$ cat src/rtl/autobaud_pkg.sv
package autobaud_pkg;

  // Serial frame: start, 8 data, stop
  localparam int FRAME_BITS = 10;
  localparam int BITCNT_W   = $clog2(FRAME_BITS);

  localparam logic [7:0] ACK_BYTE     = 8'h00;
  localparam logic [7:0] CONFIRM_BYTE = 8'h55;

  typedef enum logic [2:0] {
    ST_IDLE_WAIT_HIGH,
    ST_MEASURE_LOW,
    ST_CHECK_HIGH,
    ST_SEND_ACK,
    ST_WAIT_CONFIRM,
    ST_LOCKED,
    ST_ERROR
  } abState_e;

  // Strobes from the controller into the datapath
  typedef struct packed {
    logic lowStart;  // restart low counter at one
    logic lowInc;    // count one more low cycle
    logic latchDiv;  // store rounded divisor, start one-period timer with it
    logic tmrFull;   // reload timer with one bit period
    logic tmrHalf;   // reload timer with half a bit period
    logic txLoad;    // load the acknowledge frame
    logic txShift;   // advance transmit frame by one bit
    logic rxShift;   // shift sampled bit into receive byte
    logic bitClr;    // clear bit counter
    logic bitInc;    // advance bit counter
  } abStrobe_t;

endpackage

$ cat src/rtl/autobaud_dp.sv
module autobaud_dp
  import autobaud_pkg::*;
#(
  parameter int CNT_W   = 11,
  parameter int DIV_W   = 7,
  parameter int MIN_LOW = 409,
  parameter int MAX_LOW = 1053
) (
  input  logic                clk,
  input  logic                rstN,
  input  logic                rxdIn,
  input  abStrobe_t           strb,
  output logic                rxLvl,
  output logic                rxFall,
  output logic                lowAtMax,
  output logic                lowInWin,
  output logic                tmrZero,
  output logic [BITCNT_W-1:0] bitCnt,
  output logic [7:0]          rxByte,
  output logic                txdOut,
  output logic [DIV_W-1:0]    bitDivisor
);

  localparam int DIV_LO = (MIN_LOW + 4) / 9;
  localparam int DIV_HI = (MAX_LOW + 4) / 9;

  logic rxMeta, rxSync, rxPrev;
  logic [CNT_W-1:0]      lowCnt;
  logic [CNT_W:0]        roundSum;
  logic [DIV_W-1:0]      divCalc, divReg, tmr;
  logic [FRAME_BITS-1:0] txReg;

  // Two-stage synchronizer plus edge history
  always_ff @(posedge clk or negedge rstN) begin
    if (!rstN) begin
      rxMeta <= 1'b1;
      rxSync <= 1'b1;
      rxPrev <= 1'b1;
    end else begin
      rxMeta <= rxdIn;
      rxSync <= rxMeta;
      rxPrev <= rxSync;
    end
  end

  assign rxLvl  = rxSync;
  assign rxFall = rxPrev & ~rxSync;

  // Low-pulse length counter
  always_ff @(posedge clk or negedge rstN) begin
    if (!rstN)             lowCnt <= '0;
    else if (strb.lowStart) lowCnt <= CNT_W'(1);
    else if (strb.lowInc)   lowCnt <= lowCnt + 1'b1;
  end

  assign lowAtMax = (lowCnt == CNT_W'(MAX_LOW));
  assign lowInWin = (lowCnt >= CNT_W'(MIN_LOW));

  // Nine bit times per pulse, rounded to nearest
  assign roundSum = {1'b0, lowCnt} + (CNT_W+1)'(4);
  assign divCalc  = DIV_W'(roundSum / (CNT_W+1)'(9));

  always_ff @(posedge clk or negedge rstN) begin
    if (!rstN)              divReg <= '0;
    else if (strb.latchDiv) divReg <= divCalc;
  end

  assign bitDivisor = divReg;

  // Shared bit-period timer, counts down to zero
  always_ff @(posedge clk or negedge rstN) begin
    if (!rstN)              tmr <= '0;
    else if (strb.latchDiv) tmr <= divCalc - 1'b1;
    else if (strb.tmrFull)  tmr <= divReg - 1'b1;
    else if (strb.tmrHalf)  tmr <= (divReg >> 1) - 1'b1;
    else if (tmr != '0)     tmr <= tmr - 1'b1;
  end

  assign tmrZero = (tmr == '0);

  always_ff @(posedge clk or negedge rstN) begin
    if (!rstN)            bitCnt <= '0;
    else if (strb.bitClr) bitCnt <= '0;
    else if (strb.bitInc) bitCnt <= bitCnt + 1'b1;
  end

  // Transmit frame, LSB leaves first, idle ones fill from the top
  always_ff @(posedge clk or negedge rstN) begin
    if (!rstN)             txReg <= '1;
    else if (strb.txLoad)  txReg <= {1'b1, ACK_BYTE, 1'b0};
    else if (strb.txShift) txReg <= {1'b1, txReg[FRAME_BITS-1:1]};
  end

  assign txdOut = txReg[0];

  // Receive byte, LSB first
  always_ff @(posedge clk or negedge rstN) begin
    if (!rstN)             rxByte <= '0;
    else if (strb.rxShift) rxByte <= {rxSync, rxByte[7:1]};
  end


  lowcnt_bound_chk: assert property (@(posedge clk) disable iff (!rstN)
    lowCnt <= CNT_W'(MAX_LOW));


  div_range_chk: assert property (@(posedge clk) disable iff (!rstN)
    strb.latchDiv |=> (divReg >= DIV_W'(DIV_LO) && divReg <= DIV_W'(DIV_HI)));

endmodule

$ cat src/rtl/autobaud_ctrl.sv
module autobaud_ctrl
  import autobaud_pkg::*;
(
  input  logic                clk,
  input  logic                rstN,
  input  logic                rxLvl,
  input  logic                rxFall,
  input  logic                lowAtMax,
  input  logic                lowInWin,
  input  logic                tmrZero,
  input  logic [BITCNT_W-1:0] bitCnt,
  input  logic [7:0]          rxByte,
  output abStrobe_t           strb,
  output logic                baudLocked,
  output logic                syncError
);

  localparam logic [BITCNT_W-1:0] LAST_BIT = BITCNT_W'(FRAME_BITS - 1);

  abState_e state, nxt;
  logic armed, rxActive, rxGo;

  always_comb begin
    strb = '0;
    nxt  = state;
    rxGo = 1'b0;
    unique case (state)
      ST_IDLE_WAIT_HIGH: begin
        if (armed && !rxLvl) begin
          strb.lowStart = 1'b1;
          nxt           = ST_MEASURE_LOW;
        end
      end
      ST_MEASURE_LOW: begin
        if (!rxLvl) begin
          if (lowAtMax) nxt = ST_IDLE_WAIT_HIGH;
          else          strb.lowInc = 1'b1;
        end else if (lowInWin) begin
          strb.latchDiv = 1'b1;
          nxt           = ST_CHECK_HIGH;
        end else begin
          nxt = ST_IDLE_WAIT_HIGH;
        end
      end
      ST_CHECK_HIGH: begin
        if (!rxLvl) begin
          strb.lowStart = 1'b1;
          nxt           = ST_MEASURE_LOW;
        end else if (tmrZero) begin
          strb.txLoad  = 1'b1;
          strb.bitClr  = 1'b1;
          strb.tmrFull = 1'b1;
          nxt          = ST_SEND_ACK;
        end
      end
      ST_SEND_ACK: begin
        if (tmrZero) begin
          if (bitCnt == LAST_BIT) begin
            nxt = ST_WAIT_CONFIRM;
          end else begin
            strb.txShift = 1'b1;
            strb.bitInc  = 1'b1;
            strb.tmrFull = 1'b1;
          end
        end
      end
      ST_WAIT_CONFIRM: begin
        if (!rxActive) begin
          if (rxFall) begin
            rxGo         = 1'b1;
            strb.tmrHalf = 1'b1;
            strb.bitClr  = 1'b1;
          end
        end else if (tmrZero) begin
          if (bitCnt == '0) begin
            if (rxLvl) begin
              nxt = ST_ERROR;
            end else begin
              strb.bitInc  = 1'b1;
              strb.tmrFull = 1'b1;
            end
          end else if (bitCnt == LAST_BIT) begin
            if (rxLvl && rxByte == CONFIRM_BYTE) nxt = ST_LOCKED;
            else                                 nxt = ST_ERROR;
          end else begin
            strb.rxShift = 1'b1;
            strb.bitInc  = 1'b1;
            strb.tmrFull = 1'b1;
          end
        end
      end
      ST_LOCKED: nxt = ST_LOCKED;
      ST_ERROR:  nxt = ST_IDLE_WAIT_HIGH;
      default:   nxt = ST_IDLE_WAIT_HIGH;
    endcase
  end

  always_ff @(posedge clk or negedge rstN) begin
    if (!rstN) begin
      state     <= ST_IDLE_WAIT_HIGH;
      armed     <= 1'b0;
      rxActive  <= 1'b0;
      syncError <= 1'b0;
    end else begin
      state    <= nxt;
      armed    <= (state == ST_IDLE_WAIT_HIGH) && (armed || rxLvl);
      rxActive <= (nxt == ST_WAIT_CONFIRM) && (rxActive || rxGo);
      if (nxt == ST_ERROR)       syncError <= 1'b1;
      else if (nxt == ST_LOCKED) syncError <= 1'b0;
    end
  end

  assign baudLocked = (state == ST_LOCKED);


  lock_sticky_chk: assert property (@(posedge clk) disable iff (!rstN)
    baudLocked |=> baudLocked);


  lock_byte_chk: assert property (@(posedge clk) disable iff (!rstN)
    $rose(baudLocked) |-> (rxByte == CONFIRM_BYTE));


  lock_clears_err_chk: assert property (@(posedge clk) disable iff (!rstN)
    $rose(baudLocked) |-> !syncError);

endmodule

$ cat src/rtl/autobaud_boot.sv
module autobaud_boot
  import autobaud_pkg::*;
#(
  parameter int  CLK_HZ    = 1_000_000,
  parameter int  SLOW_BAUD = 9600,
  parameter int  FAST_BAUD = 19200,
  localparam int NOM_FAST  = CLK_HZ / FAST_BAUD,
  localparam int NOM_SLOW  = CLK_HZ / SLOW_BAUD,
  localparam int MIN_LOW   = (NOM_FAST * 63) / 8,
  localparam int MAX_LOW   = (NOM_SLOW * 81) / 8,
  localparam int CNT_W     = $clog2(MAX_LOW + 2),
  localparam int DIV_W     = $clog2((MAX_LOW + 4) / 9 + 1)
) (
  input  logic             clk,
  input  logic             rstN,
  input  logic             rxdIn,
  output logic             txdOut,
  output logic [DIV_W-1:0] bitDivisor,
  output logic             baudLocked,
  output logic             syncError
);

  abStrobe_t             strb;
  logic                  rxLvl, rxFall, lowAtMax, lowInWin, tmrZero;
  logic [BITCNT_W-1:0]   bitCnt;
  logic [7:0]            rxByte;

  autobaud_ctrl u_ctrl (
    .clk        (clk),
    .rstN       (rstN),
    .rxLvl      (rxLvl),
    .rxFall     (rxFall),
    .lowAtMax   (lowAtMax),
    .lowInWin   (lowInWin),
    .tmrZero    (tmrZero),
    .bitCnt     (bitCnt),
    .rxByte     (rxByte),
    .strb       (strb),
    .baudLocked (baudLocked),
    .syncError  (syncError)
  );

  autobaud_dp #(
    .CNT_W   (CNT_W),
    .DIV_W   (DIV_W),
    .MIN_LOW (MIN_LOW),
    .MAX_LOW (MAX_LOW)
  ) u_dp (
    .clk        (clk),
    .rstN       (rstN),
    .rxdIn      (rxdIn),
    .strb       (strb),
    .rxLvl      (rxLvl),
    .rxFall     (rxFall),
    .lowAtMax   (lowAtMax),
    .lowInWin   (lowInWin),
    .tmrZero    (tmrZero),
    .bitCnt     (bitCnt),
    .rxByte     (rxByte),
    .txdOut     (txdOut),
    .bitDivisor (bitDivisor)
  );


  div_hold_chk: assert property (@(posedge clk) disable iff (!rstN)
    (baudLocked && $past(baudLocked)) |-> $stable(bitDivisor));


  quiet_when_locked_chk: assert property (@(posedge clk) disable iff (!rstN)
    baudLocked |-> txdOut);

endmodule

$ cat config.mk
export PLATFORM = sky130hd
export DESIGN_NAME = autobaud_boot
export DESIGN_NICKNAME = d
export VERILOG_FILES = /design/src/rtl/autobaud_pkg.sv /design/src/rtl/autobaud_dp.sv /design/src/rtl/autobaud_ctrl.sv /design/src/rtl/autobaud_boot.sv
export SDC_FILE = /design/constraint.sdc
export NUM_CORES = 1
export LEC_CHECK = 0
export BUFFER_PORTS_ARGS = -buffer_cell sky130_fd_sc_hd__buf_2
export CAP_MARGIN = 0
export CORE_MARGIN = 4
export CORE_UTILIZATION = 45
export CTS_BUF_LIST = sky130_fd_sc_hd__clkbuf_16
export DETAILED_ROUTE_END_ITERATION = 8
export HOLD_SLACK_MARGIN = 0.08
export PLACE_DENSITY = 0.7
export SLEW_MARGIN = 30
export SYNTH_ARGS = -nofsm -noshare
export SYNTH_HDL_FRONTEND = slang
export SYNTH_HIERARCHICAL = 1
export SYNTH_SLANG_ARGS = --single-unit
$ cat constraint.sdc
create_clock -name clk -period 15.1 [get_ports clk]
set_input_delay 2.265 -clock clk [delete_from_list [all_inputs] [get_ports clk]]
set_output_delay 2.265 -clock clk [all_outputs]
set_load 0.02 [all_outputs]
==> out/metrics.yaml, run 1 <==
run_status:
  status: "completed"
drt:
  vias: 4121
  wl_mm: 10.9
  viasPerCell: 6.27
  drt_pre_antenna_iters: 6
  wl_per_cell_um: 16.6
  drtAntennaViolNets: 0
  drt_iter0_drc: 307
  route.detailed.drc: 0
cells_and_area:
  diodes: 0
  mostFrequentLayoutCells: "nor2_1, dfrtp_1, o21ai_0"
  drive_gt1_share_pct: 14.5
  layout.nets: 536
  layout.cells.most_common: "nor2_1"
  stdcell_count: 657
  num-fill-cells: 912
  syn_to_final_growth_pct: 4.91
pwr:
  powerDensity_nw_per_um2: 80.0
  ir_drop_mv: 0.0758
  leakage_uw: 0.00198
setup_path:
  path_class: "flop to flop"
  ff2ff_path_depth: 23
  timing.critical_path.cells: "ha_1 > nand4_1 > nor3_1 > a211o_1 > o21a_1 > mux2_4 > a2111o_1 > or3_1 > nand2_2 > mux2i_1 > o211ai_1 > a21o_1 > a21oi_1 > ha_1 > nand3_1 > nand4_1 > or4bb_1 > mux2i_1 > nor2_1 > ha_1 > nand3_1 > xor2_1 > nor2_1"
  crit_required_ns: 15.26
  critPathCaptureType: "flop"
  crit_path_top_delay_cell: "dfrtp_1"
  cp_data_arrival_time_ns: 7.17
  crit_path_frequent_cell: "ha_1"
  crit_path_max_fanout: 19
  cpPeakStageDelay_ns: 0.72
  cp-start-kind: "flop"
clocking:
  cts_tree: "done"
  cts_buffer_depth: 2
  cts_buffers: 5
  clk_latency_ns: 0.30
  cts_resized: 0
  hold_buffers: 0
  h-tree-depth: 2
  clock_sinks: 55
  clk_pin_slew_ns: 0.07
  post_cts_buffers: 0
  cts-root-buf: "clkbuf_16"
global_route:
  met1_usage_pct: 25.3
  grt_util_met3_pct: 2.07
  grt_usage_pct: 18.5
  first_global_vias: 3817
  met2_usage_pct: 31.2
  grt_pass1_wl_mm: 18.2
  grt_max_degree: 36
  grt_antenna_before_repair: 0
  grt-busiest-layer: "met2"
  gr-total-overflow: 0
floorplan:
  row_count: 36
  io_pins: 13
  initial_core_util_pct: 46.8
  die_x_um: 109
  core-area_um2: 9860
  die_area_um2: 11900
  die_height_um: 109
sta:
  post-route-min-period_ns: 7.01
  max_freq_ghz: 0.143
  rsz0062_at_grt: "false"
  worst_slack_ns: 8.09
  setup_viol: 0
  worstMarginPinSlew_ns: 0.910
  skew_ns: 0.00402
  drv_slew: 0
  final.setup.tns_ns: 0
  slew-limit-headroom_pct: 39.2
  period_share_pct: 46.4
  hold_viol: 0
synthesis:
  synthArstFlopShare_pct: 100
  synthTopCellsByArea: "dfrtp_1, dfstp_2, nor2_1"
  yosys_register_bits: 55
  yosysUniqueCellTypes: 91
  syn_nets: 548
  syn_area_per_cell_um2: 8.62
  yosysTopAreaCellShare_pct: 23.3
  synth_warnings: 6
  yosysSeqAreaShare_pct: 30.2
  netlist_instances: 535
  synth-main-ff-cell: "dfrtp_1"
  synth_edf_count: 0
  yosys.area.top_type: "dfrtp_1"
  syn_area_um2: 4610
placed_design:
  place_congestion: 0.896
  io_buffer_count: 12
  dp_hpwl_mm: 7.80
  place_ws_ns: 8.20
  place_inst: 649
hold_path:
  holdPathStages: 0
  hold_path.class: "flop to flop"
job:
  cap_viol_max_count: 0
logic make-up (layout without fill, tap and decap cells):
family                   Yosys count  in the layout  share of synthesized area, %
multiplexers                      35             35                          8.11
AND/OR/NAND/NOR                  214            214                          26.0
flip-flops                        55             55                          30.2
adder cells (fa/ha/maj)           10             10                          2.71
XOR/XNOR                          24             24                          4.56
buffers and inverters             47             36                          4.96
AO/OA/AOI/OAI                    150            150                          23.5
cell usage after synthesis (3+ instances only):
master / instances
ha_1: 10
o21a_1: 5
o21ai_0: 28
o21bai_1: 6
and2_1: 8
nand2b_1: 8
xnor2_1: 15
or2_2: 3
and3_1: 5
a21oi_1: 26
a31oi_1: 7
buf_6: 3
buf_4: 4
nor3_1: 16
o32ai_1: 3
nand4b_1: 4
nor2_1: 62
a2111oi_0: 3
a311oi_1: 3
or3_1: 6
xor2_1: 9
nand2_1: 26
o211ai_1: 8
inv_1: 13
dfstp_2: 12
clkbuf_1: 13
mux2i_1: 21
mux2_2: 12
nand4_1: 11
a21boi_0: 3
o221ai_1: 3
nor4_1: 7
o21ai_1: 5
nand3_1: 20
a211o_1: 4
nor2b_1: 7
a211oi_1: 12
buf_2: 12
dfrtp_1: 43
a2111o_1: 3
and3b_1: 3
layer usage:
metal	up-vias	routed length [µm]
met2	148	5150
met5	-	0
met3	27	581
li1	1978	-
met4	0	206
met1	1968	4940
power by group:
group / switching [µW] / leakage, µW / internal (µW)
registers: 19.3 / 0.000717 / 154
clock network: 56.2 / 0.0000746 / 62.5
logic: 56.5 / 0.00119 / 38.3
worst paths after layout:
path | startpoint | end | slack (ns)
min | u_dp/rxMeta$_DFF_PN1_ | u_dp/rxLvl$_DFF_PN1_ | 0.36
min in group asynchronous | rstN | u_dp/bitCnt[3]$_DFFE_PN0P_ | 1.90
max | u_dp/lowCnt[2]$_DFFE_PN0P_ | u_dp/tmr[4]$_DFFE_PN0P_ | 8.09
min reg2reg | u_dp/rxMeta$_DFF_PN1_ | u_dp/rxLvl$_DFF_PN1_ | 0.36
max reg2reg | u_dp/lowCnt[2]$_DFFE_PN0P_ | u_dp/tmr[4]$_DFFE_PN0P_ | 8.09
max in group asynchronous | rstN | u_dp/txReg[0]$_DFFE_PN1P_ | 12.36
state kept, by name, indices dropped and copies added, names as in the netlist:
register / count
u_ctrl/armed: 1
u_ctrl/rxActive: 1
u_ctrl/state: 3
u_ctrl/syncError: 1
u_dp/bitCnt: 4
u_dp/bitDivisor: 7
u_dp/lowCnt: 11
u_dp/rxByte: 8
u_dp/rxLvl: 1
u_dp/rxMeta: 1
u_dp/rxPrev: 1
u_dp/tmr: 7
u_dp/txReg: 9
worst max-delay path, delay by kind of cell (launching register included):
family | cells | cell delay (ns)
and+or+nand+nor | 10 | 2.10
DFF | 1 | 0.72
adders and majority gates | 3 | 1.00
xor gates and xnor gates | 1 | 0.20
AOI/OAI and AO/OA | 6 | 1.87
muxes | 3 | 0.97
layout make-up:
type,count,area (µm²),area share (%)
Timing Repair Buffer,14,75.1,1.55
Clock inverter,3,22.5,0.465
Inverter,14,52.6,1.09
Multi-Input combinational cell,433,3010,62.1
Sequential cell,55,1390,28.8
Clock buffer,5,125,2.59
Tap cell,133,166,3.44
metrics by stage:
step | hold slack (ns) | utilization, % | area [µm²] | power [µW]
CTS | 0.368 | 49.0 | 4830 | 389
global placement | 0.352 | 47.4 | 4680 | 268
floorplan | 0.345 | - | 4610 | 251
detailed placement | 0.357 | 47.5 | 4680 | 269
global route | 0.372 | 49.0 | 4840 | 407
finish | 0.365 | 49.0 | 4840 | 387
Power figures use the tool's default switching activity.
==> inputs of run 2 (changes only) <==
- PLACE_DENSITY: 0.7 -> 0.72
- clock period: 15.1 -> 5.79 ns (I/O delays scaled with it)
==> run 2 against run 1 <==
Against the previous run:
- count of clock-buffer cells in the layout stayed put
- sequential share of layout area is 3.2 points lower
- core utilization is 6.3 points higher
- critical endpoint unchanged
- final cell count is 7.9% higher
- combinational power grew to 3.7 times the previous value
- first-iteration DRC count is 20% higher
- largest cell class unchanged
- non-clock buffer count is 51 higher
- sequential power is 150% higher
==> out/metrics.yaml, run 2 (synthesized netlist as in run 1, its figures left out) <==
run_status:
  status: "completed"  # unchanged
pwr:
  leakage_uw: 0.00226  # was 0.00198 µW
  ir_drop_mv: 0.144  # was 0.0758 mV
  p_total_uw: 1080  # was 387 µW
  powerDensity_nw_per_um2: 197  # was 80.0 nW/µm²
drt:
  viasPerCell: 6.21  # was 6.27
  vias: 4400  # was 4121
  wl_mm: 11.9  # was 10.9 mm
  route.detailed.drc: 0  # unchanged
  drtAntennaViolNets: 0  # unchanged
  wl_per_cell_um: 16.7  # was 16.6 µm
  drt_iter0_drc: 369  # was 307
  drt_pre_antenna_iters: 6  # unchanged
floorplan:
  io_pins: 13  # unchanged
  die_x_um: 109  # unchanged
  initial_core_util_pct: 46.8  # unchanged
  core-area_um2: 9860  # unchanged
  die_area_um2: 11900  # unchanged
  row_count: 36  # unchanged
  die_height_um: 109  # unchanged
sta:
  rsz0062_at_grt: "true"  # was false
  worstMarginPinSlew_ns: 0.910  # about the same
  drv_slew: 0  # unchanged
  slew-limit-headroom_pct: 38.8  # was 39.2%
  skew_ns: 0.00422  # was 0.00402 ns
  hold_viol: 0  # unchanged
  post-route-min-period_ns: 5.69  # was 7.01 ns
  max_freq_ghz: 0.176  # was 0.143 GHz
  fin_hold_ws_ns: 0.359  # was 0.365 ns
  setup_viol: 0  # unchanged
  period_share_pct: 98.3  # was 46.4%
  worst_slack_ns: 0.0969  # was 8.09 ns
cells_and_area:
  utilization_pct: 55.3  # was 49.0%
  drive_gt1_share_pct: 28.3  # was 14.5%
  layout.nets: 588  # was 536
  syn_to_final_growth_pct: 18.4  # was 4.91%
  regMostFlops: "u_dp/lowCnt"  # unchanged
  reg.largest.list: "u_dp/lowCnt: 11 flops, u_dp/txReg: 9 flops, u_dp/rxByte: 8 flops"  # unchanged
  mostFrequentLayoutCells: "nor2_1, buf_4, dfrtp_1"  # was nor2_1, dfrtp_1, o21ai_0
  largest_register_ffs: 11  # unchanged
  layout.cells.most_common: "nor2_1"  # unchanged
  diodes: 0  # unchanged
  fin_area_um2: 5460  # was 4840 µm²
clocking:
  clk_pin_slew_ns: 0.07  # about the same
  cts_tree: "done"  # unchanged
  cts_buffer_depth: 2  # unchanged
  clock_sinks: 55  # unchanged
  clk_latency_ns: 0.29  # was 0.30 ns
  cts_buffers: 5  # unchanged
  h-tree-depth: 2  # unchanged
  cts-root-buf: "clkbuf_16"  # unchanged
setup_path:
  crit_path_max_fanout: 6  # was 19
  cpLargestDelayFamily: "simple AND/OR/NAND/NOR gates"  # unchanged
  path_class: "flop to flop"  # unchanged
  cp-start-kind: "flop"  # unchanged
  crit_path_top_delay_cell: "or4_1"  # was dfrtp_1
  timing.critical_path.cells: "ha_4 > nand4_1 > buf_4 > nor3_1 > or4_1 > a31oi_4 > a211oi_1 > a2111o_1 > or3_4 > nand2_4 > mux2i_2 > o211ai_1 > a21o_1 > a21oi_2 > ha_2 > a21o_1 > a22oi_2 > or4bb_1 > mux2i_1 > nor2_1 > ha_2 > nand3_2 > xor2_1 > nor2_1"  # was ha_1 > nand4_1 > nor3_1 > a211o_1 > o21a_1 > mux2_4 > a2111o_1 > or3_1 > nand2_2 > mux2i_1 > o211ai_1 > a21o_1 > a21oi_1 > ha_1 > nand3_1 > nand4_1 > or4bb_1 > mux2i_1 > nor2_1 > ha_1 > nand3_1 > xor2_1 > nor2_1
  r2r-start: "u_dp/lowCnt[2]$_DFFE_PN0P_"  # unchanged
  cp_data_arrival_time_ns: 5.83  # was 7.17 ns
  crit_start: "u_dp/lowCnt[2]$_DFFE_PN0P_"  # unchanged
  cpPeakStageDelay_ns: 0.55  # was 0.72 ns
  crit_required_ns: 5.92  # was 15.26 ns
  critPathBufInv: 1  # was 0
  critPathCaptureType: "flop"  # unchanged
global_route:
  grt_max_degree: 56  # was 36
  grt_pass1_wl_mm: 19.5  # was 18.2 mm
  gr-total-overflow: 0  # unchanged
  first_global_vias: 4051  # was 3817
  grt_usage_pct: 19.7  # was 18.5%
  grt_antenna_before_repair: 0  # unchanged
hold_path:
  hold_path.class: "flop to flop"  # unchanged
  min_from: "u_dp/rxMeta$_DFF_PN1_"  # unchanged
placed_design:
  place_congestion: 1.01  # was 0.896
  place_ws_ns: 0.0359  # was 8.20 ns
  io_buffer_count: 12  # unchanged
  dp_hpwl_mm: 8.45  # was 7.80 mm
  post_dp_cell_area_um2: 4940  # was 4680 µm²
job:
  cap_viol_max_count: 0  # unchanged
==> run 2: changes by cell type in the layout (fill, tap and decap cells not counted), sizes merged <==
| cell | previous run | this run |
|---|---|---|
| buf | 14 | 65 |
| inv | 15 | 14 |
| clkinvlp | 0 | 1 |
| and3 | 8 | 9 |
==> run 2: what timing repair did <==
item / CTS / global route
setup buffers: 0 / 16
gates cloned: 0 / 1
pin swaps: 1 / 22
gates resized for setup: 3 / 49
endpoints found under the setup margin: 2 / 8
endpoints found under the hold margin: 0 / 0
hold buffers: 0 / 0
==> run 2: worst register-to-register path: cells and delay by family, from the launching register on <==
kind,cells,cell delay [ns]
AND/OR/NAND/NOR,9,2.07
AO/OA/AOI/OAI,8,1.61
adder cells (fa/ha/maj),3,0.65
flip-flops,1,0.45
multiplexers,2,0.43
buffers and inverters,1,0.18
XOR/XNOR,1,0.15
==> run 2: metrics by stage <==
step           cells  setup TNS [ns]
2_1_floorplan    535               0
3_3_place_gp     684               0
3_5_place_dp     684               0
4_1_cts          692               0
5_1_grt          709          -0.300
6_report         709               0
==> run 2: final timing paths <==
check                                              to  slack (ns)  cells after the start
min reg2reg                      u_dp/rxLvl$_DFF_PN1_        0.36                      0
min in group asynchronous  u_dp/bitCnt[0]$_DFFE_PN0P_        0.71                      2
max in group asynchronous  u_dp/lowCnt[4]$_DFFE_PN0P_        4.61                      2
min                              u_dp/rxLvl$_DFF_PN1_        0.36                      0
max                           u_dp/tmr[4]$_DFFE_PN0P_         0.1                     24
max reg2reg                   u_dp/tmr[4]$_DFFE_PN0P_         0.1                     24
==> run 2: layer usage <==
metal,track usage (%),vias to the layer above,share of wire (%)
li1,-,2083,-
met1,26.2,2137,44
met2,34.5,154,50
met3,1.42,26,4.5
met4,5.25,0,1.9
met5,0,-,0
==> run 2: layout make-up <==
type | instances | area (µm²)
well taps | 133 | 166
fillers | 880 | 4410
flip-flops and latches | 55 | 1400
multi-input cells | 434 | 3220
repair buffers | 65 | 474
clock inverters | 3 | 23.8
inverters | 14 | 56.3
clock buffers | 5 | 125
==> run 2: power by group <==
part	total [µW]	internal, µW	switching (µW)
registers	432	404	28.4
logic	347	156	192
clock network	298	163	135
==> inputs of run 3 (changes only) <==
- ABC_AREA: default -> 1
==> run 3 against run 2 <==
Against the previous run:
- sequential power up 19%
- global-route usage down 2.0 points
- count of clock-buffer cells in the layout did not move
- final area fell by 17%
- synthesized cell count up 3.7%
- register-to-register slack gained 0.19 ns
- setup slack better by 0.19 ns
- non-clock buffer count fell by 34
- final cell count fell by 2.1%
- critical path depth rose by 25
- critical path type unchanged
- largest cell class unchanged
==> out/metrics.yaml, run 3 <==
sta:
  worstMarginPinSlew_ns: 0.873  # was 0.910 ns
  hold_viol: 0  # unchanged
  setup_viol: 0  # unchanged
  slew-limit-headroom_pct: 41.6  # was 38.8%
  drv_slew: 0  # unchanged
  worst_slack_ns: 0.284  # was 0.0969 ns
  post-route-min-period_ns: 5.51  # was 5.69 ns
  final.setup.tns_ns: 0  # unchanged
  period_share_pct: 95.1  # was 98.3%
  skew_ns: 0.00228  # was 0.00422 ns
  max_freq_ghz: 0.182  # was 0.176 GHz
drt:
  wl_mm: 9.02  # was 11.9 mm
  drtAntennaViolNets: 0  # unchanged
  drt_pre_antenna_iters: 4  # was 6
  viasPerCell: 5.22  # was 6.21
  vias: 3621  # was 4400
  drt_iter0_drc: 160  # was 369
  route.detailed.drc: 0  # unchanged
  wl_per_cell_um: 13.0  # was 16.7 µm
synthesis:
  yosysSeqAreaShare_pct: 35.5  # was 30.2%
  yosys.area.top_type: "dfrtp_1"  # unchanged
  synthArstFlopShare_pct: 100  # unchanged
  syn_area_um2: 3920  # was 4610 µm²
  synth_edf_count: 0  # unchanged
  synth_warnings: 6  # unchanged
  synth_common_cells: "nand2_1, inv_1, nor2_1, nand3_1, dfrtp_1"  # was nor2_1, dfrtp_1, o21ai_0, a21oi_1, nand2_1
  netlist_instances: 555  # was 535
  yosysTopAreaCellShare_pct: 27.5  # was 23.3%
  syn_nets: 568  # was 548
  syn_area_per_cell_um2: 7.06  # was 8.62 µm²
  yosysUniqueCellTypes: 43  # was 91
  synth.most_common_cell: "nand2_1"  # was nor2_1
  synthTopCellsByArea: "dfrtp_1, nand2_1, dfstp_2"  # was dfrtp_1, dfstp_2, nor2_1
  yosys_register_bits: 55  # unchanged
  synth-main-ff-cell: "dfrtp_1"  # unchanged
global_route:
  grt_max_degree: 56  # unchanged
  first_global_vias: 3425  # was 4051
  grt_pass1_wl_mm: 15.1  # was 19.5 mm
  grt_antenna_before_repair: 0  # unchanged
  grt_usage_pct: 17.7  # was 19.7%
  gr-total-overflow: 0  # unchanged
clocking:
  cts_buffer_depth: 2  # unchanged
  clk_latency_ns: 0.29  # about the same
  cts_tree: "done"  # unchanged
  cts-root-buf: "clkbuf_16"  # unchanged
  cts_buffers: 5  # unchanged
  hold_buffers: 0  # unchanged
  clock_sinks: 55  # unchanged
  h-tree-depth: 2  # unchanged
  clk_pin_slew_ns: 0.07  # about the same
setup_path:
  crit_start: "u_dp/lowCnt[2]$_DFFE_PN0P_"  # unchanged
  crit_path_top_delay_cell: "dfrtp_2"  # was or4_1
  crit_path_max_fanout: 7  # was 6
  crit_required_ns: 5.96  # was 5.92 ns
  critPathCaptureType: "flop"  # unchanged
  cpPeakStageDelay_ns: 0.46  # was 0.55 ns
  cp-start-kind: "flop"  # unchanged
  crit_path_frequent_cell: "nand2_4"
  cp_data_arrival_time_ns: 5.67  # was 5.83 ns
  r2r-start: "u_dp/lowCnt[2]$_DFFE_PN0P_"  # unchanged
  path_class: "flop to flop"  # unchanged
placed_design:
  dp_hpwl_mm: 6.56  # was 8.45 mm
  post_dp_cell_area_um2: 4110  # was 4940 µm²
  io_buffer_count: 12  # unchanged
  place_congestion: 0.886  # was 1.01
  place_ws_ns: -0.159  # was 0.0359 ns
floorplan:
  io_pins: 13  # unchanged
  core-area_um2: 8340  # was 9860 µm²
  die_height_um: 101  # was 109 µm
  row_count: 33  # was 36
  initial_core_util_pct: 47.0  # was 46.8%
  die_x_um: 101  # was 109 µm
  die_area_um2: 10300  # was 11900 µm²
run_status:
  status: "completed"  # unchanged
cells_and_area:
  drive_gt1_share_pct: 23.8  # was 28.3%
  mostFrequentLayoutCells: "nand2_1, inv_1, nor2_1"  # was nor2_1, buf_4, dfrtp_1
  layout.cells.most_common: "nand2_1"  # was nor2_1
  reg.largest.list: "u_dp/lowCnt: 11 flops, u_dp/txReg: 9 flops, u_dp/rxByte: 8 flops"  # unchanged
  syn_to_final_growth_pct: 15.8  # was 18.4%
  fin_area_um2: 4540  # was 5460 µm²
  largest_register_ffs: 11  # unchanged
  layout.nets: 601  # was 588
  diodes: 0  # unchanged
  regMostFlops: "u_dp/lowCnt"  # unchanged
hold_path:
  min_from: "u_dp/rxMeta$_DFF_PN1_"  # unchanged
  hold_path.class: "flop to flop"  # unchanged
pwr:
  leakage_uw: 0.00229  # was 0.00226 µW
  powerDensity_nw_per_um2: 552  # was 197 nW/µm²
  ir_drop_mv: 0.295  # was 0.144 mV
  p_total_uw: 2500  # was 1080 µW
job:
  cap_viol_max_count: 0  # unchanged
run 3: cell types whose count changed after synthesis, moves of 13 or more:
| cell | previous run | this run |
|---|---|---|
| xnor2_1 | 15 | 2 |
| mux2i_1 | 21 | 0 |
| nand2_2 | 1 | 16 |
| nand2_1 | 26 | 115 |
| inv_1 | 13 | 84 |
| nand3_1 | 20 | 53 |
| inv_2 | 0 | 13 |
run 3: worst max-delay path: cells and delay by family (launching register included):
| kind | cells | cell delay (ns) |
|---|---|---|
| xor gates and xnor gates | 1 | 0.16 |
| adders and majority gates | 3 | 0.51 |
| buffers and inverters | 8 | 0.62 |
| DFF | 1 | 0.46 |
| and+or+nand+nor | 37 | 3.63 |
run 3: metrics by stage:
step	util (%)	std cells	hold slack, ns
2_1_floorplan	-	555	0.345
3_3_place_gp	49.3	670	0.348
3_5_place_dp	49.3	670	0.350
4_1_cts	51.2	678	0.360
5_1_grt	54.4	694	0.365
6_report	54.4	694	0.359
run 3: cell type report:
cell class / instances / area (µm²)
clock buffers: 5 / 125
clock inverters: 3 / 16.3
fillers: 800 / 3800
inverters: 97 / 367
multi-input cells: 398 / 2300
flip-flops and latches: 55 / 1400
well taps: 105 / 131
repair buffers: 31 / 203
run 3: report_power, final:
part	internal, µW	switching, µW	total (µW)	leakage, µW
sequential	451	64.7	516	0.000694
clock	158	132	290	0.0000710
combinational	607	1090	1700	0.00152
run 3: cell families after synthesis:
logic type      Yosys count  share of synthesized area (%)
simple gates            299                           37.6
buf+inv                 102                           9.87
compound gates           80                           11.8
flops                    55                           35.5
fa+ha+maj                10                           3.19
xor+xnor                  9                           2.01
run 3: final timing paths:
| kind | endpoint | slack [ns] | depth (start not counted) |
|---|---|---|---|
| max in group asynchronous | u_dp/lowCnt[3]$_DFFE_PN0P_ | 4.59 | 2 |
| min | u_dp/rxLvl$_DFF_PN1_ | 0.36 | 0 |
| min in group asynchronous | u_dp/tmr[2]$_DFFE_PN0P_ | 0.71 | 2 |
| min reg2reg | u_dp/rxLvl$_DFF_PN1_ | 0.36 | 0 |
| max reg2reg | u_dp/tmr[6]$_DFFE_PN0P_ | 0.28 | 49 |
| max | u_dp/tmr[6]$_DFFE_PN0P_ | 0.28 | 49 |
run 3: timing repair:
| item | CTS | global route |
|---|---|---|
| hold endpoints to repair | 0 | 0 |
| buffers inserted | 0 | 16 |
| pin swaps | 1 | 15 |
| gates resized for setup | 4 | 37 |
| endpoints found under the setup margin | 2 | 6 |
run 3: layer usage:
layer / part of all wire [%] / wire length (µm) / up-vias / global-route usage [%]
met5: 0 / 0 / - / 0
met3: 3.1 / 280 / 11 / 2.69
met2: 50 / 4470 / 57 / 29.8
li1: - / - / 1863 / -
met1: 46 / 4190 / 1690 / 23.7
met4: 0.90 / 81 / 0 / 4.70
